`src/rtl/pshare_pkg.sv`:
```
// Shared helpers for the pin-sharing arbiter.
// Assumes all widths are small positive integers.
package pshare_pkg;

    // True when bit position bit_pos lies inside a field of the given width.
    function automatic logic lane_kept(input int unsigned bit_pos, input int unsigned width);
        return (bit_pos < width) ? 1'b1 : 1'b0;
    endfunction

endpackage

```
`src/rtl/pshare_arb.sv`:
```
// Rotating-priority arbiter with ownership held while the request stays high.
// The owner keeps its grant while its request is high. A dropped request
// releases the bus for one cycle. A new winner is picked only from idle,
// with the search starting after the previous winner.
// Assumes NPORT >= 2 and a single clock domain.
module pshare_arb #(
    parameter int NPORT = 3
) (
    input  logic             clk,
    input  logic             rst_n,
    input  logic [NPORT-1:0] req_i,
    output logic [NPORT-1:0] gnt_o
);
    localparam int IDXW = (NPORT > 1) ? $clog2(NPORT) : 1;

    logic [NPORT-1:0] gnt_q, gnt_d, pick;
    logic [IDXW-1:0]  last_q, last_d, pick_idx;
    logic             found;

    // Search requesters in rotating order, starting after the last winner.
    always_comb begin
        pick     = '0;
        pick_idx = last_q;
        found    = 1'b0;
        for (int k = 1; k <= NPORT; k++) begin
            int idx;
            idx = int'(last_q) + k;
            if (idx >= NPORT) idx = idx - NPORT;
            if (!found && req_i[IDXW'(idx)]) begin
                found              = 1'b1;
                pick[IDXW'(idx)]   = 1'b1;
                pick_idx           = IDXW'(idx);
            end
        end
    end

    // Next grant: hold, release for one cycle, or pick from idle.
    always_comb begin
        last_d = last_q;
        if (|gnt_q) begin
            gnt_d = (|(req_i & gnt_q)) ? gnt_q : '0;
        end else begin
            gnt_d = pick;
            if (found) last_d = pick_idx;
        end
    end

    // Grant and priority pointer registers.
    always_ff @(posedge clk) begin
        if (!rst_n) begin
            gnt_q  <= '0;
            last_q <= IDXW'(NPORT - 1);
        end else begin
            gnt_q  <= gnt_d;
            last_q <= last_d;
        end
    end

    assign gnt_o = gnt_q;

    AST_GNT_ONEHOT: assert property (@(posedge clk) disable iff (!rst_n)
        $onehot0(gnt_o));
    AST_HOLD_OWNER: assert property (@(posedge clk) disable iff (!rst_n)
        ((|gnt_o) && (|(req_i & gnt_o))) |=> (gnt_o == $past(gnt_o)));
    AST_RELEASE_GAP: assert property (@(posedge clk) disable iff (!rst_n)
        ((|gnt_o) && !(|(req_i & gnt_o))) |=> (gnt_o == '0));
    AST_GRANT_FROM_REQ: assert property (@(posedge clk) disable iff (!rst_n)
        ((gnt_o == '0) && (|req_i)) |=> ($onehot(gnt_o) && (|(gnt_o & $past(req_i)))));

endmodule

```
`src/rtl/pshare_mux.sv`:
```
// Shared-bus multiplexer with zero-extension from bit 0.
// Masks each port's address and data to that port's width, then builds an
// AND-OR select on the one-hot grant. With no grant every shared output is
// zero. Returned data goes to every port, masked to the port's width.
// Assumes the grant is one-hot or empty and each port width <= bus width.
module pshare_mux
    import pshare_pkg::*;
#(
    parameter int          NPORT = 3,
    parameter int          AW    = 12,
    parameter int          DW    = 16,
    parameter int unsigned PORT_AW [NPORT] = '{12, 10, 12},
    parameter int unsigned PORT_DW [NPORT] = '{16, 8, 12}
) (
    input  logic                      clk,
    input  logic                      rst_n,
    input  logic [NPORT-1:0]          gnt_i,
    input  logic [NPORT-1:0][AW-1:0]  p_addr_i,
    input  logic [NPORT-1:0][DW-1:0]  p_wdata_i,
    input  logic [NPORT-1:0]          p_oe_i,
    input  logic [NPORT-1:0]          p_rd_i,
    input  logic [NPORT-1:0]          p_wr_i,
    output logic [NPORT-1:0][DW-1:0]  p_rdata_o,
    output logic [AW-1:0]             bus_addr_o,
    output logic [DW-1:0]             bus_wdata_o,
    output logic                      bus_oe_o,
    output logic                      bus_rd_o,
    output logic                      bus_wr_o,
    input  logic [DW-1:0]             bus_rdata_i
);
    logic [NPORT-1:0][AW-1:0] akeep, addr_m;
    logic [NPORT-1:0][DW-1:0] dkeep, wdata_m;

    for (genvar p = 0; p < NPORT; p++) begin : g_port
        for (genvar b = 0; b < AW; b++) begin : g_abit
            assign akeep[p][b] = lane_kept(b, PORT_AW[p]);
        end
        for (genvar b = 0; b < DW; b++) begin : g_dbit
            assign dkeep[p][b] = lane_kept(b, PORT_DW[p]);
        end
        assign addr_m[p]    = p_addr_i[p] & akeep[p];
        assign wdata_m[p]   = p_wdata_i[p] & dkeep[p];
        assign p_rdata_o[p] = bus_rdata_i & dkeep[p];

        AST_UPPER_ZERO: assert property (@(posedge clk) disable iff (!rst_n)
            gnt_i[p] |-> (((bus_wdata_o & ~dkeep[p]) == '0)
                          && ((bus_addr_o & ~akeep[p]) == '0)));
    end

    // AND-OR select of the owner's signals onto the shared bus.
    always_comb begin
        bus_addr_o  = '0;
        bus_wdata_o = '0;
        bus_oe_o    = 1'b0;
        bus_rd_o    = 1'b0;
        bus_wr_o    = 1'b0;
        for (int p = 0; p < NPORT; p++) begin
            if (gnt_i[p]) begin
                bus_addr_o  = bus_addr_o  | addr_m[p];
                bus_wdata_o = bus_wdata_o | wdata_m[p];
                bus_oe_o    = bus_oe_o    | p_oe_i[p];
                bus_rd_o    = bus_rd_o    | p_rd_i[p];
                bus_wr_o    = bus_wr_o    | p_wr_i[p];
            end
        end
    end

    AST_IDLE_QUIET: assert property (@(posedge clk) disable iff (!rst_n)
        (gnt_i == '0) |-> (!bus_oe_o && !bus_rd_o && !bus_wr_o));

endmodule

```
`src/rtl/pin_share_arbiter.sv`:
```
// Top level of the shared-pin memory bus arbiter.
// Joins the rotating arbiter and the width-aligning multiplexer. Chip
// selects and interrupts pass straight through without arbitration.
// Assumes every port runs on clk and rst_n is synchronous, active low.
module pin_share_arbiter #(
    parameter int          NPORT = 3,
    parameter int          AW    = 12,
    parameter int          DW    = 16,
    parameter int unsigned PORT_AW [NPORT] = '{12, 10, 12},
    parameter int unsigned PORT_DW [NPORT] = '{16, 8, 12}
) (
    input  logic                      clk,
    input  logic                      rst_n,
    input  logic [NPORT-1:0]          req_i,
    output logic [NPORT-1:0]          gnt_o,
    input  logic [NPORT-1:0][AW-1:0]  p_addr_i,
    input  logic [NPORT-1:0][DW-1:0]  p_wdata_i,
    input  logic [NPORT-1:0]          p_wdata_oe_i,
    input  logic [NPORT-1:0]          p_rd_i,
    input  logic [NPORT-1:0]          p_wr_i,
    output logic [NPORT-1:0][DW-1:0]  p_rdata_o,
    input  logic [NPORT-1:0]          p_csel_i,
    output logic [NPORT-1:0]          pin_csel_o,
    input  logic [NPORT-1:0]          pin_irq_i,
    output logic [NPORT-1:0]          p_irq_o,
    output logic [AW-1:0]             bus_addr_o,
    output logic [DW-1:0]             bus_wdata_o,
    output logic                      bus_oe_o,
    output logic                      bus_rd_o,
    output logic                      bus_wr_o,
    input  logic [DW-1:0]             bus_rdata_i
);
    logic [NPORT-1:0] gnt;

    pshare_arb #(.NPORT(NPORT)) u_arb (
        .clk   (clk),
        .rst_n (rst_n),
        .req_i (req_i),
        .gnt_o (gnt)
    );

    pshare_mux #(
        .NPORT   (NPORT),
        .AW      (AW),
        .DW      (DW),
        .PORT_AW (PORT_AW),
        .PORT_DW (PORT_DW)
    ) u_mux (
        .clk         (clk),
        .rst_n       (rst_n),
        .gnt_i       (gnt),
        .p_addr_i    (p_addr_i),
        .p_wdata_i   (p_wdata_i),
        .p_oe_i      (p_wdata_oe_i),
        .p_rd_i      (p_rd_i),
        .p_wr_i      (p_wr_i),
        .p_rdata_o   (p_rdata_o),
        .bus_addr_o  (bus_addr_o),
        .bus_wdata_o (bus_wdata_o),
        .bus_oe_o    (bus_oe_o),
        .bus_rd_o    (bus_rd_o),
        .bus_wr_o    (bus_wr_o),
        .bus_rdata_i (bus_rdata_i)
    );

    assign gnt_o      = gnt;
    assign pin_csel_o = p_csel_i;   // unshared, no arbitration
    assign p_irq_o    = pin_irq_i;  // unshared, no arbitration

endmodule

```
`config.mk`:
```
export PLATFORM = sky130hd
export DESIGN_NAME = pin_share_arbiter
export DESIGN_NICKNAME = d
export VERILOG_FILES = /design/src/rtl/pshare_pkg.sv /design/src/rtl/pshare_arb.sv /design/src/rtl/pshare_mux.sv /design/src/rtl/pin_share_arbiter.sv
export SDC_FILE = /design/constraint.sdc
export NUM_CORES = 1
export LEC_CHECK = 0
export BUFFER_PORTS_ARGS = -buffer_cell sky130_fd_sc_hd__buf_2
export CELL_PAD_IN_SITES_DETAIL_PLACEMENT = 1
export CELL_PAD_IN_SITES_GLOBAL_PLACEMENT = 1
export CORE_MARGIN = 5
export CORE_UTILIZATION = 18
export CTS_CLUSTER_DIAMETER = 100
export DETAILED_ROUTE_END_ITERATION = 8
export GPL_TIMING_DRIVEN = 0
export PLACE_DENSITY = 0.8
export SLEW_MARGIN = 15
export SYNTH_ARGS = -nofsm -noshare
export SYNTH_HDL_FRONTEND = slang
export SYNTH_SLANG_ARGS = --single-unit
```
`constraint.sdc`:
```
create_clock -name clk -period 2.65 [get_ports clk]
set_input_delay 0 -clock clk [delete_from_list [all_inputs] [get_ports clk]]
set_output_delay 0 -clock clk [all_outputs]
set_load 0.1 [all_outputs]
```
# After elaboration in Yosys (flattened, before gate mapping)
# Cells that the tools add are included.
[totals] ff_bits=5 input_bits=120 out_inout_bits=88 word_cells=87
[classes] addsub=6 magnitude_cmp=9 eq_ne=1 mux=44 bitwise_logic=14 n_reduce_logical=11
[op_table] op="16-bit two-way mux" count=3
[op_table] op="12-bit two-way mux" count=3
[op_table] op="1-bit two-way mux" count=21
[op_table] op="16-bit by 12-bit bitwise OR with 16-bit output" count=1
[op_table] op="16-bit by 8-bit bitwise OR with 16-bit output" count=1
[op_table] op="3-bit two-way mux" count=5
[op_table] op="2-bit by 4-bit less-than comparator with 1-bit output, second input constant" count=3
[op_table] op="2-bit two-way mux" count=6
[op_table] op="12-bit by 10-bit bitwise OR with 12-bit output" count=1
[op_table] op="12-bit bitwise OR" count=1
[op_table] op="3-bit by 2-bit greater-or-equal comparator with 1-bit output, second input constant" count=3
[op_table] op="2-bit by 2-bit adder with 3-bit output, second input constant" count=2
[op_table] op="1-bit binary-select mux with 2-bit select" count=3
[op_table] op="1-bit demux with 2-bit select" count=3
[op_table] op="2-bit by 1-bit greater-or-equal comparator with 1-bit output, second input constant" count=3
[op_table] op="1-bit bitwise OR" count=6
[op_table] op="3-bit bitwise OR" count=2
[op_table] op="3-bit OR reduction" count=2
[op_table] op="2-bit by 1-bit subtractor with 2-bit output, second input constant" count=3
[op_table] op="1-bit logical AND" count=5
[op_table] op="2-bit by 1-bit adder with 3-bit output, second input constant" count=1
[op_table] op="3-bit AND" count=1
[op_table] op="3-bit AND reduction" count=1
[op_table] op="3-bit nonzero test" count=1
[op_table] op="3 further kinds" count=4

# Depth between registers and ports, before layout
# Gate-level depths: netlist of the first run.
[depth] word_depth=14 mapped_depth=7 mapped_depth_nobuf=6

# Hierarchy
# From an unflattened synthesis of the first run, not the netlist that was laid out.
[unflattened] hier_cells=193 area_unflattened_um2=1516.5
[by_module_without_submodules] module="pshare_mux" n_inst=1 cells_each=109 area_per_inst_um2=809.5 seq_area_each_um2=0.0
[by_module_without_submodules] module="pshare_arb" n_inst=1 cells_each=78 area_per_inst_um2=661.9 seq_area_each_um2=100.1
[by_module_without_submodules] module="pin_share_arbiter" n_inst=1 cells_each=6 area_per_inst_um2=45.0 seq_area_each_um2=0.0

# Worst setup path after synthesis of the first run
# No wires, ideal clock.
[synth_timing] kind="flip-flop to output port" from="register u_arb.gnt_q[2], in the netlist u_arb.gnt_o[2]" to="output bus_wdata_o[2]" arrival_ps=2363 t_required_ps=2650 path_slack_ps=287 path_stages_with_launch=5 n_path_buf=2 path_cell_list="dfxtp_1 -> clkbuf_1 -> clkbuf_1 -> a222oi_1 -> inv_1"
[synth_between] elab_chain_cells=1
[synth_rtl] item="from (decl)" line_no="pshare_arb.sv:16" rtl="logic [NPORT-1:0] gnt_q, gnt_d, pick;"
[synth_rtl] item="from (signal assigned)" line_no="pshare_arb.sv:54" rtl="gnt_q <= gnt_d;"
[synth_rtl] item="16-bit two-way mux" line_no="pshare_mux.sv:58" rtl="if (gnt_i[p]) begin"
[synth_rtl] item="to (decl)" line_no="pin_share_arbiter.sv:27" rtl="output logic [DW-1:0] bus_wdata_o,"
# Every way passes these cells.

# Final worst setup path of the first run
[layout_timing] from="register u_arb.last_q[0]" to="register u_arb.last_q[1]"
[layout_between] elab_chain_cells=14 elab_cells_between_ends=33 classes_between="6 x add/sub; 3 x order compare; 18 x mux; 6 x reduce/logical"
[layout_rtl] item="from (decl)" line_no="pshare_arb.sv:17" rtl="logic [IDXW-1:0] last_q, last_d, pick_idx;"
[layout_rtl] item="from (signal assigned)" line_no="pshare_arb.sv:52" rtl="last_q <= IDXW'(NPORT - 1);"
[layout_rtl] item="from (signal assigned)" line_no="pshare_arb.sv:55" rtl="last_q <= last_d;"
[layout_rtl] item="2-bit by 1-bit adder with 3-bit output" line_no="pshare_arb.sv:27" rtl="idx = int'(last_q) + k;"
[layout_rtl] item="3-bit by 2-bit greater-or-equal comparator with 1-bit output or 2-bit by 1-bit subtractor with 2-bit output (tied branches)" line_no="pshare_arb.sv:28" rtl="if (idx >= NPORT) idx = idx - NPORT;"
[layout_rtl] item="2-bit two-way mux" line_no="pshare_arb.sv:28"
[layout_rtl] item="1-bit binary-select mux with 2-bit select" line_no="pshare_arb.sv:29" rtl="if (!found && req_i[IDXW'(idx)]) begin"
[layout_rtl] item="1-bit two-way mux (implied by the code) (2 in a row)" line_no="pshare_arb.sv:29"
[layout_rtl] item="1-bit two-way mux" line_no="pshare_arb.sv:29"
[layout_rtl] item="1-bit logical NOT" line_no="pshare_arb.sv:29"
[layout_rtl] item="1-bit logical AND" line_no="pshare_arb.sv:29"
[layout_rtl] item="1-bit two-way mux" line_no="pshare_arb.sv:29"
[layout_rtl] item="1-bit logical NOT" line_no="pshare_arb.sv:29"
[layout_rtl] item="1-bit logical AND" line_no="pshare_arb.sv:29"
[layout_rtl] item="3-bit nonzero test (no source line) or 1-bit two-way mux (tied branches)"
[layout_rtl] item="3-bit AND reduction (no source line)"
# Parallel ways exist; a longest one is shown, timed or not. The select of a mux whose other input is x is not followed.
# A chain may end at the register's enable or synchronous reset.

==> out/metrics.cfg, run 1 <==
[status]
outcome = completed

[drt]
route.detailed.drc = 0
dr_total_vias = 2073
viasPerCell = 4.39
totalWireLength_mm = 7.36
drtIter0Drc = 112
ant_nets = 0
first_pass_iters = 7
wl_per_cell_um = 15.6

[setup_path]
crit_start = u_arb.last_q[0]$_SDFFE_PN0P_
rrSetupSlack_ns = 0.35
required_ns = 2.80
cpMaxStageDelayCell = dfxtp_1
r2r-start = u_arb.last_q[0]$_SDFFE_PN0P_
worstPathArrival_ns = 2.45
path_max_fanout = 10
path_cells = inv_1 -> ha_1 -> buf_2 -> nor3b_1 -> o21bai_1 -> a211o_1 -> o211ai_1
worstSetupPathType = reg -> reg
cpPeakStageDelay_ns = 0.47
r2r_end = u_arb.last_q[1]$_SDFFE_PN1P_
reg2regPathDepth = 7
end_kind = flip-flop
start_kind = flip-flop
timing.critical_path.to = u_arb.last_q[1]$_SDFFE_PN1P_

[timing]
relSlewSlack_pct = 42.6
setup_ws_ns = 0.350
hold_viol = 0
clock-skew-final_ns = 0.000761
finalCritPeriodShare_pct = 86.8
setup_viol = 0
worst_pin_slew_ns = 0.855
layout_min_cycle_time_ns = 2.30
clock.fmax_mhz = 435
rsz0062_at_grt = no
finalMaxSlewViolations = 0
setup_tns_ns = 0

[worst_hold_path]
worstHoldPathType = in -> reg

[final_layout]
layout-drive-gt1-share_pct = 61.1
antenna_cells = 0
final_cell_mix = buf_2, buf_4, inv_1, a222oi_1, conb_1
final_common_cell = buf_2
design_area_um2 = 2440
syn_to_final_growth_pct = 69.9
final_util_pct = 31.4
nets = 497
num-fill-cells = 1019

[global_routing]
grt_pass1_vias = 2127
grt_pass1_wl_mm = 10.9
antenna_found_initial = 0
track_usage_pct = 13.5
grt_max_degree = 11
grt-ovfl-total = 0

[floorplan]
start_util_pct = 18.5
ios = 208
die_h_um = 99.3
core_area_um2 = 7770
die_w_um = 99.3
placementRows = 32
die-area_um2 = 9870

[place]
dp_hpwl_mm = 6.53
place.gp.congestion = 0.861
dp_worst_setup_slack_ns = 0.345
placed_area_um2 = 2400
portBuffers = 158

[power]
ir_drop_uv = 484
p_per_area_nw_per_um2 = 1450
power.leakage_nw = 1.54

[clocking]
cts_root_buf = clkbuf_8
path_clk_slew_ns = 0.04
insertion_delay_ns = 0.23
post_cts_buffers = 0
clock_path_buffers = 2
numClockSinks = 5
cts_inserted_buffers = 3
ctsHtreeMaxLevel = 1
ctsHoldBuffers = 0
cts_tree = yes
cts_resized = 0

[logic_synthesis]
synth_top_area_share_pct = 28.2
ys_seq_area_share_pct = 6.97
syn-cell-area_um2 = 1440
yosys.area.top_type = buf_4
synth.distinct_cells = 41
synthArstFlopShare_pct = 0
ys_warn_count = 0
synth_area_per_cell_um2 = 7.29
synth_edf_count = 0
synth_area_leaders = buf_4, a222oi_1, inv_1
synth_flop_cell = dfxtp_1
ys_seq_elements = 5
synth_cells = 197

[flow_run]
maxCapViolCount = 0

-- routing by layer --
layer / GRT usage (%) / wire [um]
met1: 14.2 / 2630
met2: 25.7 / 3830
met3: 3.37 / 721
met4: 4.62 / 185
met5: 0 / 0
-- Yosys cell counts (2+ instances only) --
library cell,number
nand2_1,6
a22o_1,7
and2_1,6
nor3_1,2
nor2b_1,2
a222oi_1,21
nand2b_1,2
buf_4,54
nor2_1,3
ha_1,6
o21ai_0,5
a21oi_1,5
clkbuf_1,8
inv_1,27
o211ai_1,5
a211o_1,2
mux2_2,2
buf_2,5
nand3_1,2
dfxtp_1,5
o21bai_1,2
-- critical path, delay by kind of cell (launching register included) --
kind	cells	cell delay, ns
simple gates	1	0.37
compound gates	3	0.58
buf+inv	2	0.40
flops	1	0.47
fa+ha+maj	1	0.40
-- cells by family (layout without fill, tap and decap cells) --
family | after synthesis | in the layout | synth area share [%]
flip-flops | 5 | 5 | 6.97
multiplexers | 4 | 4 | 3.05
adder cells (fa/ha/maj) | 6 | 6 | 5.23
XOR/XNOR | 1 | 1 | 0.610
AND/OR/NAND/NOR | 29 | 29 | 11.6
other | 1 | 12 | 0.261
buffers and inverters | 95 | 257 | 39.9
AO/OA/AOI/OAI | 56 | 56 | 32.4
-- state kept, by name, summed over array words and instances, names as in the netlist --
register,flops
u_arb.last_q,2
u_arb.gnt_o,3
-- worst min path at each step --
| stage | from | to | slack (ns) | cells after the start |
|---|---|---|---|---|
| floorplan | rst_n | u_arb.gnt_o[0]$_SDFFE_PN0P_ | 0.15 | 2 |
| global placement | rst_n | u_arb.gnt_o[0]$_SDFFE_PN0P_ | 0.28 | 3 |
| detailed placement | rst_n | u_arb.gnt_o[0]$_SDFFE_PN0P_ | 0.30 | 3 |
| CTS | rst_n | u_arb.gnt_o[0]$_SDFFE_PN0P_ | 0.07 | 3 |
| global route | rst_n | u_arb.gnt_o[0]$_SDFFE_PN0P_ | 0.1 | 3 |
| finish | rst_n | u_arb.gnt_o[0]$_SDFFE_PN0P_ | 0.06 | 3 |
-- cell type report --
cell class | instances | area (um2) | area share (%)
Tap cell | 102 | 128 | 5.23
Timing Repair Buffer | 158 | 791 | 32.4
Clock buffer | 4 | 45.0 | 1.85
Inverter | 27 | 101 | 4.15
Buffer | 68 | 472 | 19.3
Multi-Input combinational cell | 108 | 805 | 33.0
Sequential cell | 5 | 100 | 4.10
-- metrics by stage --
step	hold slack, ns	total power [mW]	std cells
floorplan	0.146	2.89	208
global placement	0.284	3.38	468
detailed placement	0.301	3.42	468
CTS	0.0734	3.57	472
global route	0.0972	3.72	472
finish	0.0643	3.55	472
-- report_power, final --
group	switching [mW]	internal, mW
Clock	0.0446	0.104
Sequential	0.0333	0.106
Combinational	2.62	0.646
Total	2.70	0.855
(Power assumes the default switching activity.)
==> run 2: changes to the inputs <==
Settings changed: CELL_PAD_IN_SITES_GLOBAL_PLACEMENT 1 to 2, CORE_UTILIZATION 18 to 12, PLACE_DENSITY 0.8 to 0.76.
==> out/metrics.cfg, run 2 (synthesis results as in run 1) <==
[status]
outcome = completed  ; unchanged

[final_layout]
final_cell_mix = buf_2, buf_4, inv_1, a222oi_1, conb_1  ; unchanged
nets = 497  ; unchanged
syn_to_final_growth_pct = 76.2  ; was 69.9%
final-seq-area_um2 = 100  ; unchanged
final_common_cell = buf_2  ; unchanged
antenna_cells = 0  ; unchanged
num-fill-cells = 1520  ; was 1019
largest_reg_flops = 3  ; unchanged
layout-drive-gt1-share_pct = 61.1  ; unchanged
design_area_um2 = 2530  ; was 2440 um2
multi_input_area_um2 = 805  ; unchanged

[clocking]
ctsHoldBuffers = 0  ; unchanged
insertion_delay_ns = 0.23  ; about the same
cts_root_buf = clkbuf_16  ; was clkbuf_8
cts_inserted_buffers = 3  ; unchanged
cts_resized = 0  ; unchanged
path_clk_slew_ns = 0.03  ; was 0.04 ns
numClockSinks = 5  ; unchanged
cts_tree = yes  ; unchanged
post_cts_buffers = 0  ; unchanged
ctsHtreeMaxLevel = 1  ; unchanged
clock_path_buffers = 2  ; unchanged

[place]
place.gp.congestion = 0.811  ; was 0.861
dp_hpwl_mm = 5.99  ; was 6.53 mm
portBuffers = 158  ; unchanged
placed_area_um2 = 2450  ; was 2400 um2
dp_worst_setup_slack_ns = 0.355  ; was 0.345 ns

[setup_path]
path_cells = inv_1 -> ha_1 -> buf_2 -> nor3b_1 -> o21bai_1 -> a211o_1 -> o211ai_1  ; unchanged
path_max_fanout = 10  ; unchanged
cpPeakStageDelay_ns = 0.48  ; was 0.47 ns
worstPathArrival_ns = 2.47  ; was 2.45 ns
start_kind = flip-flop  ; unchanged
cpMaxStageDelayCell = dfxtp_1  ; unchanged
required_ns = 2.80  ; about the same
r2r_end = u_arb.last_q[1]$_SDFFE_PN1P_  ; unchanged
rrSetupSlack_ns = 0.33  ; was 0.35 ns
r2r-start = u_arb.last_q[0]$_SDFFE_PN0P_  ; unchanged
worstSetupPathType = reg -> reg  ; unchanged
reg2regPathDepth = 7  ; unchanged
end_kind = flip-flop  ; unchanged

[drt]
wl_per_cell_um = 13.3  ; was 15.6 um
drtIter0Drc = 100  ; was 112
route.detailed.drc = 0  ; unchanged
dr_total_vias = 2063  ; was 2073
ant_nets = 0  ; unchanged
totalWireLength_mm = 6.89  ; was 7.36 mm
viasPerCell = 3.99  ; was 4.39
first_pass_iters = 7  ; unchanged

[global_routing]
grt_pass1_wl_mm = 10.6  ; was 10.9 mm
grt_max_degree = 11  ; unchanged
grt_pass1_vias = 2062  ; was 2127
antenna_found_initial = 0  ; unchanged
track_usage_pct = 8.86  ; was 13.5%
grt-ovfl-total = 0  ; unchanged

[timing]
hold_viol = 0  ; unchanged
clock-skew-final_ns = 0.00143  ; was 0.000761 ns
rsz0062_at_grt = no  ; unchanged
layout_min_cycle_time_ns = 2.32  ; was 2.30 ns
setup_tns_ns = 0  ; unchanged
setup_ws_ns = 0.331  ; was 0.350 ns
finalMaxSlewViolations = 0  ; unchanged
worst_pin_slew_ns = 0.733  ; was 0.855 ns
clock.fmax_mhz = 431  ; was 435 MHz
setup_viol = 0  ; unchanged
relSlewSlack_pct = 50.7  ; was 42.6%
finalCritPeriodShare_pct = 87.5  ; was 86.8%

[power]
p_per_area_nw_per_um2 = 1440  ; was 1450 nW/um2
ir_drop_uv = 250  ; was 484 uV
power.leakage_nw = 1.55  ; was 1.54 nW

[worst_hold_path]
min_from = rst_n  ; unchanged
min_to = u_arb.gnt_o[0]$_SDFFE_PN0P_  ; unchanged
holdPathStages = 3  ; unchanged
worstHoldPathType = in -> reg  ; unchanged

[floorplan]
ios = 208  ; unchanged
die_h_um = 119  ; was 99.3 um
die-area_um2 = 14300  ; was 9870 um2
core_area_um2 = 11900  ; was 7770 um2
die_w_um = 119  ; was 99.3 um
start_util_pct = 12.1  ; was 18.5%
placementRows = 40  ; was 32

[flow_run]
maxCapViolCount = 0  ; unchanged

==> run 2: metal layers <==
metal | track usage, % | vias to the layer above | part of all wire (%)
met1 | 9.21 | 946 | 37
met3 | 3.61 | 4 | 11
met4 | 0.644 | 0 | 0.22
met2 | 17.2 | 120 | 51
met5 | 0 | - | 0
li1 | - | 993 | -
==> run 2: report_power, final <==
group	switching [mW]	internal, mW
Clock	0.0496	0.199
Sequential	0.0331	0.106
Combinational	2.62	0.647
Total	2.70	0.953
==> run 2: per-stage QoR <==
stage          hold slack [ns]  util, %  instances  total power, mW
6_report                0.0673     21.3        517             3.66
5_1_grt                  0.124     21.3        517             3.83
4_1_cts                 0.0741     21.3        517             3.68
3_5_place_dp             0.312     20.7        513             3.42
3_3_place_gp             0.286     20.7        513             3.40
2_1_floorplan            0.146        -        208             2.89
==> run 2: how the worst max path moves through the flow <==
stage | start | to | slack [ns]
after floorplan | u_arb.gnt_o[2]$_SDFFE_PN0P_ | bus_wdata_o[2] | 0.29
after global placement | u_arb.last_q[0]$_SDFFE_PN0P_ | u_arb.last_q[1]$_SDFFE_PN1P_ | 0.35
after detailed placement | u_arb.last_q[0]$_SDFFE_PN0P_ | u_arb.last_q[1]$_SDFFE_PN1P_ | 0.35
after CTS | u_arb.last_q[0]$_SDFFE_PN0P_ | u_arb.last_q[1]$_SDFFE_PN1P_ | 0.32
after global routing | u_arb.last_q[0]$_SDFFE_PN0P_ | u_arb.last_q[1]$_SDFFE_PN1P_ | 0.07
final | u_arb.last_q[0]$_SDFFE_PN0P_ | u_arb.last_q[1]$_SDFFE_PN1P_ | 0.33
==> run 2: worst max-delay path: cells and delay by family, from the launching register on <==
family | cells | cell delay [ns]
compound gates | 3 | 0.57
fa+ha+maj | 1 | 0.41
buf+inv | 2 | 0.41
flops | 1 | 0.48
simple gates | 1 | 0.36
==> run 2: area by class of cell <==
class                   count  area share [%]
well taps                 147            7.27
clock buffers               4            3.11
plain buffers              68            18.6
inverters                  27            4.00
flip-flops and latches      5            3.95
repair buffers            158            31.2
multi-input cells         108            31.8
==> run 3: changes to the inputs <==
Settings changed: SETUP_SLACK_MARGIN set to 0.4.
==> out/metrics.cfg, run 3 (synthesis results as in run 1) <==
[timing]
hold_viol = 0  ; unchanged
setup_ws_ns = 0.529  ; was 0.331 ns
finalMaxSlewViolations = 0  ; unchanged
clock.fmax_mhz = 471  ; was 431 MHz
setup_viol = 0  ; unchanged
worst_pin_slew_ns = 0.772  ; was 0.733 ns
rsz0062_at_grt = no  ; unchanged
relSlewSlack_pct = 48.1  ; was 50.7%
layout_min_cycle_time_ns = 2.12  ; was 2.32 ns
setup_tns_ns = 0  ; unchanged
finalCritPeriodShare_pct = 80.0  ; was 87.5%
hold_ws_ns = 0.0767  ; was 0.0673 ns
clock-skew-final_ns = 0.00486  ; was 0.00143 ns

[setup_path]
worstSetupPathType = reg -> out  ; was reg -> reg
end_kind = primary output  ; was flip-flop
required_ns = 2.65  ; was 2.80 ns
worstPathArrival_ns = 2.12  ; was 2.47 ns
rrSetupSlack_ns = 0.59  ; was 0.33 ns
path_max_fanout = 10  ; unchanged
r2r-start = u_arb.last_q[0]$_SDFFE_PN0P_  ; unchanged
r2r_end = u_arb.last_q[0]$_SDFFE_PN0P_  ; was u_arb.last_q[1]$_SDFFE_PN1P_
start_kind = flip-flop  ; unchanged
reg2regPathDepth = 7  ; unchanged

[clocking]
insertion_delay_ns = 0.23  ; about the same
path_clk_slew_ns = 0.04  ; was 0.03 ns
ctsHtreeMaxLevel = 1  ; unchanged
cts_root_buf = clkbuf_16  ; unchanged
cts_tree = yes  ; unchanged
numClockSinks = 5  ; unchanged
post_cts_buffers = 0  ; unchanged
clock_path_buffers = 2  ; unchanged
ctsHoldBuffers = 0  ; unchanged
cts_resized = 2  ; was 0
cts_inserted_buffers = 3  ; unchanged

[drt]
first_pass_iters = 5  ; was 7
viasPerCell = 4.06  ; was 3.99
dr_total_vias = 2101  ; was 2063
drtIter0Drc = 111  ; was 100
ant_nets = 0  ; unchanged
route.detailed.drc = 0  ; unchanged
totalWireLength_mm = 7.11  ; was 6.89 mm
wl_per_cell_um = 13.7  ; was 13.3 um

[global_routing]
grt_util_met2_pct = 18.3  ; was 17.2%
grt_pass1_vias = 2182  ; was 2062
top_usage_layer = met2  ; unchanged
use_met1_pct = 8.55  ; was 9.21%
grt_util_met3_pct = 3.89  ; was 3.61%
grt-ovfl-total = 0  ; unchanged
grt_pass1_wl_mm = 10.8  ; was 10.6 mm
antenna_found_initial = 1  ; was 0
grt_max_degree = 11  ; unchanged
track_usage_pct = 9.17  ; was 8.86%

[final_layout]
multi_input_area_um2 = 813  ; was 805 um2
num-fill-cells = 1504  ; was 1520
nets = 497  ; unchanged
layout-drive-gt1-share_pct = 62.7  ; was 61.1%
final_common_cell = buf_2  ; unchanged
antenna_cells = 0  ; unchanged
largest_reg_flops = 3  ; unchanged
final_util_pct = 21.5  ; was 21.3%
final-seq-area_um2 = 104  ; was 100 um2
syn_to_final_growth_pct = 77.3  ; was 76.2%
final_cell_mix = buf_2, buf_4, inv_1, a222oi_1, conb_1  ; unchanged

[worst_hold_path]
min_to = u_arb.gnt_o[0]$_SDFFE_PN0P_  ; unchanged
holdPathStages = 3  ; unchanged
worstHoldPathType = in -> reg  ; unchanged
min_from = rst_n  ; unchanged

[power]
p_total_mw = 3.69  ; was 3.66 mW
power.leakage_nw = 1.56  ; was 1.55 nW
p_per_area_nw_per_um2 = 1450  ; was 1440 nW/um2
ir_drop_uv = 277  ; was 250 uV

[floorplan]
core_area_um2 = 11900  ; unchanged
die_h_um = 119  ; unchanged
die-area_um2 = 14300  ; unchanged
start_util_pct = 12.1  ; unchanged
placementRows = 40  ; unchanged
ios = 208  ; unchanged
die_w_um = 119  ; unchanged

[place]
place.gp.congestion = 0.806  ; was 0.811
portBuffers = 158  ; unchanged
dp_hpwl_mm = 6.15  ; was 5.99 mm
dp_worst_setup_slack_ns = 0.353  ; was 0.355 ns

[flow_run]
maxCapViolCount = 0  ; unchanged

[status]
outcome = completed  ; unchanged

## run 3: worst max-delay path, cell delays in order, from the launching register on
cell and delay [ns]:
dfxtp_2 0.37, clkbuf_1 0.40, clkbuf_1 0.42, a222oi_1 0.19, inv_1 0.08, buf_2 0.42
## run 3: how the worst max path moves through the flow
stage | startpoint | end | slack [ns] | cells past startpoint
after floorplan | u_arb.gnt_o[1]$_SDFFE_PN0P_ | bus_addr_o[2] | 0.51 | 4
after global placement | u_arb.last_q[0]$_SDFFE_PN0P_ | u_arb.last_q[1]$_SDFFE_PN1P_ | 0.36 | 7
after detailed placement | u_arb.last_q[0]$_SDFFE_PN0P_ | u_arb.last_q[1]$_SDFFE_PN1P_ | 0.35 | 7
after CTS | u_arb.last_q[0]$_SDFFE_PN0P_ | u_arb.gnt_o[0]$_SDFFE_PN0P_ | 0.45 | 6
after global routing | u_arb.gnt_o[2]$_SDFFE_PN0P_ | bus_wdata_o[4] | 0.43 | 5
final | u_arb.gnt_o[2]$_SDFFE_PN0P_ | bus_addr_o[3] | 0.53 | 5
## run 3: where the power goes
group | switching, mW | internal (mW)
Clock | 0.0576 | 0.200
Combinational | 2.63 | 0.659
Sequential | 0.0328 | 0.109
Total | 2.72 | 0.969
## run 3: cell type report
class | count | area share [%]
Multi-Input combinational cell | 108 | 31.9
Timing Repair Buffer | 158 | 31.1
Buffer | 68 | 18.6
Tap cell | 147 | 7.22
Sequential cell | 5 | 4.08
Inverter | 27 | 3.98
Clock buffer | 4 | 3.10
## run 3: metrics by stage
step	area, um2	instances
floorplan	1480	208
global placement	2460	513
detailed placement	2460	513
CTS	2540	517
global route	2550	517
finish	2550	517
## run 3: metal layers
| layer | up-vias | share of wire (%) |
|---|---|---|
| met4 | 2 | 0.72 |
| li1 | 992 | - |
| met2 | 129 | 53 |
| met3 | 10 | 13 |
| met5 | - | 0.18 |
| met1 | 968 | 34 |
